==> src/rtl/row_array_rotator.sv <==
module row_array_rotator #(
  parameter int WIDTH = 8,
  parameter int SEG_W = 4
) (
  input  logic [WIDTH-1:0]         data_in,
  input  logic [$clog2(WIDTH)-1:0] amount,
  output logic [WIDTH-1:0]         data_out
);
  localparam int AMT_W = $clog2(WIDTH);
  localparam int SEL_W = AMT_W - 1;
  localparam int ROWS  = 1 << SEL_W;
  localparam int SEGS  = WIDTH / SEG_W;

  logic [ROWS-1:0]             row_en;
  logic [ROWS-1:0][WIDTH-1:0]  pre;
  logic [ROWS-1:0][WIDTH-1:0]  row_out;
  logic [ROWS:0][WIDTH-1:0]    merge;

  assign merge[0] = '0;

  for (genvar r = 0; r < ROWS; r++) begin : g_row
    assign row_en[r] = (amount[AMT_W-1:1] == SEL_W'(r));

    // fixed pre-rotation by 2r places, pure wiring
    for (genvar i = 0; i < WIDTH; i++) begin : g_pre
      assign pre[r][i] = data_in[(i + 2*r) % WIDTH];
    end

    // one-place shifter built from SEG_W-bit segments; top input of a
    // segment is the low bit of the next segment (wrapping at the top)
    for (genvar k = 0; k < SEGS; k++) begin : g_seg
      for (genvar j = 0; j < SEG_W; j++) begin : g_bit
        localparam int G   = k*SEG_W + j;
        localparam int NXT = (G + 1) % WIDTH;
        assign row_out[r][G] = row_en[r] & (amount[0] ? pre[r][NXT] : pre[r][G]);
      end
    end

    assign merge[r+1] = merge[r] | row_out[r];
  end

  assign data_out = merge[ROWS];
endmodule


==> config.mk <==
export PLATFORM = sky130hd
export DESIGN_NAME = row_array_rotator
export DESIGN_NICKNAME = d
export VERILOG_FILES = /design/src/rtl/row_array_rotator.sv
export SDC_FILE = /design/constraint.sdc
export NUM_CORES = 1
export LEC_CHECK = 0
export BUFFER_PORTS_ARGS = -buffer_cell sky130_fd_sc_hd__buf_4
export CAP_MARGIN = 20
export CORE_AREA = 5 5 42 44
export DETAILED_ROUTE_END_ITERATION = 10
export DIE_AREA = 0 0 47 49
export PLACE_DENSITY = 0.52
export SKIP_LAST_GASP = 1
export SYNTH_ARGS = -nofsm -noshare
export SYNTH_HDL_FRONTEND = slang
export SYNTH_SLANG_ARGS = --single-unit
==> constraint.sdc <==
create_clock -name vclk -period 1.4
set_clock_uncertainty 0.15 [all_clocks]
set_input_delay 0.14 -clock vclk [all_inputs]
set_output_delay 0.14 -clock vclk [all_outputs]
set_load 0.01 [all_outputs]
After elaboration in Yosys (flattened, before gate mapping)
Index checks and enable logic that the tools add are counted.
{"block": "word_totals", "reg_bits": 0, "input_bits": 11, "out_inout_bits": 8, "elab_cells": 47}
{"block": "classes", "n_eq_ne": 3, "muxes": 8, "n_bitwise": 35, "reduce_logical": 1}
{"operator": "bitwise AND 1 bit", "count": 32}
{"operator": "OR 8 bit", "count": 3}
{"operator": "2-to-1 mux 1 bit", "count": 8}
{"operator": "== test 2 bit, second input constant", "count": 2}
{"operator": "== test 2 x 1 -> 1 bit, second input constant", "count": 1}
{"operator": "logical NOT 2 bit", "count": 1}

Depth between registers and ports, before layout
Gate-level depths: netlist of the first run.
{"block": "logic_depth", "depth_word": 5, "ltp_mapped": 3, "depth_no_buf": 2}

Worst setup path before layout of the first run
Ideal clock, no wire load.
{"block": "synth_path", "path_kind": "input to output", "startpoint": "input amount[0]", "endpoint": "output data_out[0]", "t_arrival_ps": 1101, "required_time_ps": 1110, "path_slack_ps": 9, "stages": 3, "n_path_buf": 1, "cell_sequence": "buf_6 -> mux4_1 -> mux2_2"}
{"block": "synth_via", "elab_chain_cells": 5, "elab_cells_between_ends": 11, "classes_between": "mux: 4; bitwise: 7"}
{"element": "from (decl)", "line": "6", "rtl": "input logic [$clog2(WIDTH)-1:0] amount,"}
{"element": "2-to-1 mux 1 bit", "line": "35", "rtl": "assign row_out[r][G] = row_en[r] & (amount[0] ? pre[r][NXT] : pre[r][G]);"}
{"element": "bitwise AND 1 bit", "line": "35"}
{"element": "OR 8 bit (2 in series)", "line": "39", "rtl": "assign merge[r+1] = merge[r] | row_out[r];"}
{"element": "OR 8 bit *", "line": "39"}
{"element": "to (decl)", "line": "7", "rtl": "output logic [WIDTH-1:0] data_out"}
Every way passes the cells marked *; elsewhere a longest branch is shown, timed or not.

Final worst setup path of the first run
{"block": "layout_path", "startpoint": "input amount[0]", "endpoint": "output data_out[2]"}
Same word-level chain as after synthesis.

==> reports/metrics.json, run 1 <==
{
  "slew_violations": 0,
  "insertedDiodeCount": 0,
  "avgRoutedWirePerCell_um": 15.4,
  "synth-adder-area-share_pct": 0,
  "hold_viol": 0,
  "highest_net_fanout_along_the_worst_path": 8,
  "worst-endpoint-required_ns": 1.11,
  "fmax_mhz": 690,
  "first_drt_iteration_drcs": 1,
  "syn2layout_area_growth_pct": 57.1,
  "hold_path_class": "input port to output pin",
  "failing_checks": "setup timing",
  "vias_per_cell": 5.13,
  "grt_pass1_wl_um": 1260,
  "yosysTopAreaCell": "sky130_fd_sc_hd__mux4_1",
  "tightest_slew_ns": 0.142,
  "p_leak_nw": 0.227,
  "run_status": "finished, violations left",
  "drc_violation_count_after_routing": 0,
  "final_nets": 49,
  "muxShareOfSynthArea_pct": 92.0,
  "max_cap_viol_count": 0,
  "synth_simple_gate_area_share_pct": 0,
  "final.period_utilization_pct": 104,
  "worst_setup_path_end_kind": "output pin",
  "timing.final.crit_period_ns": 1.45,
  "synth_compound_gate_area_share_pct": 0,
  "crit_path_end": "data_out[2]",
  "flops_and_latches": 0,
  "die_x_um": 47,
  "post-route-worst-setup-slack_ns": -0.0503,
  "grt_antenna_before_repair": 0,
  "worst_setup_path_start_kind": "input port",
  "hold-worst-slack_ns": 0.564,
  "grt_use_total_pct": 6.81,
  "path_cells": "buf_12, mux4_2, mux2_4, buf_6",
  "p_per_area_nw_per_um2": 462,
  "clock_buffer_count": 0,
  "vias": 267,
  "peak_supply_drop_v": 0.000121,
  "detail_route.first_pass.iterations": 2,
  "detail_route.wirelength_um": 799,
  "post_synth_num_cell_types": 4,
  "gpl.final_weighted_congestion": 0.766,
  "setup.worst_path.class": "input port to output pin",
  "grt_setup_unrepaired": "true",
  "final_layout_size_suffix_gt1_share_pct": 100,
  "seq_area_um2": 0,
  "die_h_um": 49,
  "die_area_um2": 2300,
  "cp.arrival_ns": 1.16,
  "synth_fp_nets": 30,
  "yosysSeqAreaShare_pct": 0,
  "design_area_um2": 513,
  "slowest_delay_ns": 0.50,
  "total_of_fill_cells_in_the_finished_design": 139,
  "drt.antenna.violating_nets": 0,
  "grt_pass1_vias": 291,
  "leading_cell_types_by_total_area_after_synthesis": "sky130_fd_sc_hd__mux4_1 (64%), sky130_fd_sc_hd__mux2_2 (28%), sky130_fd_sc_hd__buf_6 (6.9%)",
  "core_area_um2": 1400,
  "floorplan.initialDensity_pct": 23.3,
  "fp-row-count": 14,
  "critical-path-slowest-cell": "sky130_fd_sc_hd__mux4_2",
  "grt_remaining_overflow": 0,
  "worst_slew_margin_rel_pct": 90.5,
  "synthesis.area_per_instance_um2": 17.2,
  "synth.yosys.warnings": 0,
  "yosys.area_share.xor_xnor_pct": 0,
  "critical_path.startpoint": "amount[0]",
  "port_buffers": 19,
  "post_synth_inst_count": 19,
  "area_share_of_the_largest_cell_type_after_synthesis_pct": 64.4,
  "synthTopCellsByCount": "sky130_fd_sc_hd__mux2_2 (8), sky130_fd_sc_hd__mux4_1 (8), sky130_fd_sc_hd__buf_6 (2)",
  "grt_start_max_net_pins": 9,
  "setup_viol": 8,
  "placed_cell_area_um2": 470,
  "syn_area_um2": 327,
  "top_level_ports": 19,
  "synth_top_family_by_area": "multiplexers"
}
routing by layer:
layer | up-vias | global-route usage, % | wire (µm)
li1 | 120 | - | -
met1 | 130 | 8.54 | 302
met2 | 17 | 12.2 | 386
met3 | 0 | 1.48 | 110
met4 | 0 | 0 | 0
met5 | - | 0 | 0
metrics by stage:
| stage | power (mW) | utilization, % | worst slack [ns] | instances | setup TNS (ns) |
|---|---|---|---|---|---|
| 2_1_floorplan | 0.105 | - | 0.00926 | 19 | 0 |
| 3_3_place_gp | 0.183 | 33.6 | -0.177 | 52 | -1.38 |
| 3_5_place_dp | 0.185 | 33.6 | -0.181 | 52 | -1.41 |
| 4_1_cts | 0.240 | 36.6 | -0.0577 | 52 | -0.431 |
| 5_1_grt | 0.254 | 36.6 | -0.0883 | 52 | -0.645 |
| 6_report | 0.237 | 36.6 | -0.0503 | 52 | -0.376 |
timing repair:
| item | in CTS | in global routing |
|---|---|---|
| resized for setup | 27 | 0 |
| endpoints found under the setup margin | 8 | 8 |
| setup buffers | 0 | 0 |
| hold buffers | 0 | 0 |
cell usage in the layout, fill, tap and decap left out:
| master | instances |
|---|---|
| sky130_fd_sc_hd__buf_4 | 11 |
| sky130_fd_sc_hd__mux2_4 | 8 |
| sky130_fd_sc_hd__mux4_2 | 8 |
| sky130_fd_sc_hd__buf_6 | 8 |
| sky130_fd_sc_hd__buf_12 | 1 |
how the worst min path moves through the flow:
| stage | start | endpoint | slack (ns) | depth (start not counted) |
|---|---|---|---|---|
| after floorplan | data_in[3] | data_out[0] | 0.50 | 2 |
| after global placement | amount[2] | data_out[5] | 0.53 | 3 |
| after CTS | amount[2] | data_out[7] | 0.57 | 3 |
| final | amount[2] | data_out[5] | 0.56 | 3 |
| after detailed placement | amount[2] | data_out[1] | 0.54 | 3 |
| after global routing | amount[2] | data_out[5] | 0.58 | 3 |
power by group:
part | switching, mW | leakage (nW) | internal, mW
sequential | 0 | 0 | 0
combinational | 0.0798 | 0.227 | 0.157
clock | 0 | 0 | 0
total | 0.0798 | 0.227 | 0.157
area by class of cell:
class              instances  area, µm²  area share (%)
multi-input cells         16        300            58.5
well taps                 16       20.0            3.90
repair buffers            20        193            37.6
cells by family (layout without fill, tap and decap cells):
family                 after synthesis  after routing
muxes                               16             16
buffers and inverters                3             20
worst max-delay path, delay by kind of cell:
family                 cells  cell delay [ns]
buffers and inverters      2             0.23
multiplexers               2             0.79
No activity file was read; power rests on OpenSTA's default activity.
==> run 2, diff against run 1 <==
--- a/config.mk
+++ b/config.mk
@@ -10,7 +10,6 @@
 export CORE_AREA = 5 5 42 44
 export DETAILED_ROUTE_END_ITERATION = 10
 export DIE_AREA = 0 0 47 49
-export PLACE_DENSITY = 0.52
 export SKIP_LAST_GASP = 1
 export SYNTH_ARGS = -nofsm -noshare
 export SYNTH_HDL_FRONTEND = slang
==> run 2 against run 1 <==
Net effect:
- the run still ends with setup timing left
- first-iteration DRC count increased to 10 times the previous value
- via count increased by 5.6%
- flip-flop and latch count unchanged
- critical path depth unchanged
- wire length increased by 6.8%
- critical path type unchanged
==> reports/metrics.json, run 2 (synthesis results as in run 1) <==
{
  "run_status": {"value": "finished, violations left", "change": "unchanged"},
  "failing_checks": {"value": "setup timing", "change": "unchanged"},
  "critPathTopFamily": {"value": "multiplexers", "change": "unchanged"},
  "tightest_slew": {"value": 0.140, "unit": "ns", "change": "was 0.142 ns"},
  "vias": {"value": 282, "change": "was 267"},
  "fmax": {"value": 681, "unit": "MHz", "change": "was 690 MHz"},
  "p_per_area": {"value": 465, "unit": "nW/µm²", "change": "was 462 nW/µm²"},
  "core_area": {"value": 1400, "unit": "µm²", "change": "unchanged"},
  "grt_start_max_net_pins": {"value": 9, "change": "unchanged"},
  "avgRoutedWirePerCell": {"value": 16.4, "unit": "µm", "change": "was 15.4 µm"},
  "grt_remaining_overflow": {"value": 0, "change": "unchanged"},
  "clock_buffer_count": {"value": 0, "change": "unchanged"},
  "highest_net_fanout_along_the_worst_path": {"value": 8, "change": "unchanged"},
  "final_nets": {"value": 49, "change": "unchanged"},
  "fp-row-count": {"value": 14, "change": "unchanged"},
  "vias_per_cell": {"value": 5.42, "change": "was 5.13"},
  "placed_cell_area": {"value": 470, "unit": "µm²", "change": "unchanged"},
  "final_layout_size_suffix_gt1_share": {"value": 100, "unit": "%", "change": "unchanged"},
  "port_buffers": {"value": 19, "change": "unchanged"},
  "total_power": {"value": 0.239, "unit": "mW", "change": "was 0.237 mW"},
  "post-route-util": {"value": 36.6, "unit": "%", "change": "unchanged"},
  "drc_violation_count_after_routing": {"value": 0, "change": "unchanged"},
  "grt_antenna_before_repair": {"value": 0, "change": "unchanged"},
  "setup.worst_path.class": {"value": "input port to output pin", "change": "unchanged"},
  "hold_path_class": {"value": "input port to output pin", "change": "unchanged"},
  "netSwitchingFraction": {"value": 34.1, "unit": "%", "change": "was 33.7%"},
  "grt_pass1_vias": {"value": 280, "change": "was 291"},
  "floorplan.initialDensity": {"value": 23.3, "unit": "%", "change": "unchanged"},
  "worst_setup_path_end_kind": {"value": "output pin", "change": "unchanged"},
  "top_library_cells_by_usage_in_the_layout_fill_and_taps_aside": {"value": "sky130_fd_sc_hd__buf_4 (11), sky130_fd_sc_hd__mux4_2 (8), sky130_fd_sc_hd__mux2_4 (8), sky130_fd_sc_hd__buf_6 (8), sky130_fd_sc_hd__buf_12 (1)", "change": "unchanged"},
  "setup_viol": {"value": 8, "change": "unchanged"},
  "seq_area": {"value": 0, "unit": "µm²", "change": "unchanged"},
  "grt_setup_unrepaired": {"value": "true", "change": "unchanged"},
  "cp.arrival": {"value": 1.18, "unit": "ns", "change": "was 1.16 ns"},
  "worst-path-buf-inv": {"value": 2, "change": "unchanged"},
  "cts.repair_timing.setup_buffer_count": {"value": 0, "change": "unchanged"},
  "detail_route.wirelength": {"value": 853, "unit": "µm", "change": "was 799 µm"},
  "grt_pass1_wl": {"value": 1280, "unit": "µm", "change": "was 1260 µm"},
  "grt_use_total": {"value": 7.02, "unit": "%", "change": "was 6.81%"},
  "top_level_ports": {"value": 19, "change": "unchanged"},
  "max_cap_viol_count": {"value": 0, "change": "unchanged"},
  "share_clk_of_total_power": {"value": 0, "unit": "%", "change": "about the same"},
  "worst-endpoint-required": {"value": 1.11, "unit": "ns", "change": "about the same"},
  "die_area": {"value": 2300, "unit": "µm²", "change": "unchanged"},
  "sequential_group_share_of_total_power": {"value": 0, "unit": "%", "change": "about the same"},
  "die_x": {"value": 47, "unit": "µm", "change": "unchanged"},
  "insertedDiodeCount": {"value": 0, "change": "unchanged"},
  "p_leak": {"value": 0.227, "unit": "nW", "change": "unchanged"},
  "post_layout_nonfiller_instances": {"value": 52, "change": "unchanged"},
  "first_drt_iteration_drcs": {"value": 10, "change": "was 1"},
  "final.period_utilization": {"value": 105, "unit": "%", "change": "was 104%"},
  "gpl.final_weighted_congestion": {"value": 0.815, "change": "was 0.766"},
  "flops_and_latches": {"value": 0, "change": "unchanged"},
  "hold_viol": {"value": 0, "change": "unchanged"},
  "drt.antenna.violating_nets": {"value": 0, "change": "unchanged"},
  "p_switching": {"value": 0.0815, "unit": "mW", "change": "was 0.0798 mW"},
  "post_cts_resize_count": {"value": 27, "change": "unchanged"},
  "syn2layout_area_growth": {"value": 57.1, "unit": "%", "change": "unchanged"},
  "internal-power": {"value": 0.157, "unit": "mW", "change": "about the same"},
  "pre_cts_ws": {"value": -0.199, "unit": "ns", "change": "was -0.181 ns"},
  "detail_route.first_pass.iterations": {"value": 3, "change": "was 2"},
  "post-route-worst-setup-slack": {"value": -0.0676, "unit": "ns", "change": "was -0.0503 ns"},
  "worst_slew_margin_rel": {"value": 90.7, "unit": "%", "change": "was 90.5%"},
  "slew_violations": {"value": 0, "change": "unchanged"},
  "worst_setup_path_start_kind": {"value": "input port", "change": "unchanged"},
  "post-place-cells": {"value": 52, "change": "unchanged"},
  "design_area": {"value": 513, "unit": "µm²", "change": "unchanged"},
  "layout_commonest_cell": {"value": "sky130_fd_sc_hd__buf_4", "change": "unchanged"},
  "slowest_delay": {"value": 0.52, "unit": "ns", "change": "was 0.50 ns"},
  "die_h": {"value": 49, "unit": "µm", "change": "unchanged"},
  "path_cells": {"value": "buf_12, mux4_2, mux2_4, buf_6", "change": "unchanged"},
  "timing.final.crit_period": {"value": 1.47, "unit": "ns", "change": "was 1.45 ns"},
  "critical-path-slowest-cell": {"value": "sky130_fd_sc_hd__mux4_2", "change": "unchanged"},
  "post_cts_hold_buffer_count": {"value": 0, "change": "unchanged"},
  "peak_supply_drop": {"value": 0.000119, "unit": "V", "change": "was 0.000121 V"},
  "p_comb_share": {"value": 100.0, "unit": "%", "change": "about the same"}
}
==> run 2: tightest hold or removal path, cell delays in order <==
cell,delay (ns)
sky130_fd_sc_hd__buf_4,0.17
sky130_fd_sc_hd__mux2_4,0.17
sky130_fd_sc_hd__buf_6,0.09
==> run 2: routing by layer <==
metal	up-vias	routed length, µm	track usage (%)
li1	120	-	-
met1	141	347	10.3
met2	21	401	11.8
met3	0	105	0.369
met4	0	0	0
met5	-	0	0
==> run 2: power groups by stage <==
| stage | sequential, mW | clock, mW | combinational [mW] |
|---|---|---|---|
| final | 0 | 0 | 0.239 |
| after global routing | 0 | 0 | 0.253 |
| after CTS | 0 | 0 | 0.241 |
| after detailed placement | 0 | 0 | 0.186 |
| after global placement | 0 | 0 | 0.184 |
| after floorplan | 0 | 0 | 0.105 |
==> run 2: path summary, 6_finish.rpt <==
check,startpoint,end,slack [ns],depth (start not counted)
max,amount[0],data_out[0],-0.07,4
min,amount[2],data_out[4],0.56,3
==> run 2: metrics by stage <==
stage	hold WS (ns)	TNS, ns
final	0.563	-0.423
after global routing	0.577	-0.669
after CTS	0.565	-0.459
after detailed placement	0.533	-1.49
after global placement	0.532	-1.45
after floorplan	0.502	0
==> run 2: final cells by class <==
type / count / area, µm²
fillers: 151 / 888
multi-input cells: 16 / 300
well taps: 16 / 20.0
repair buffers: 20 / 193
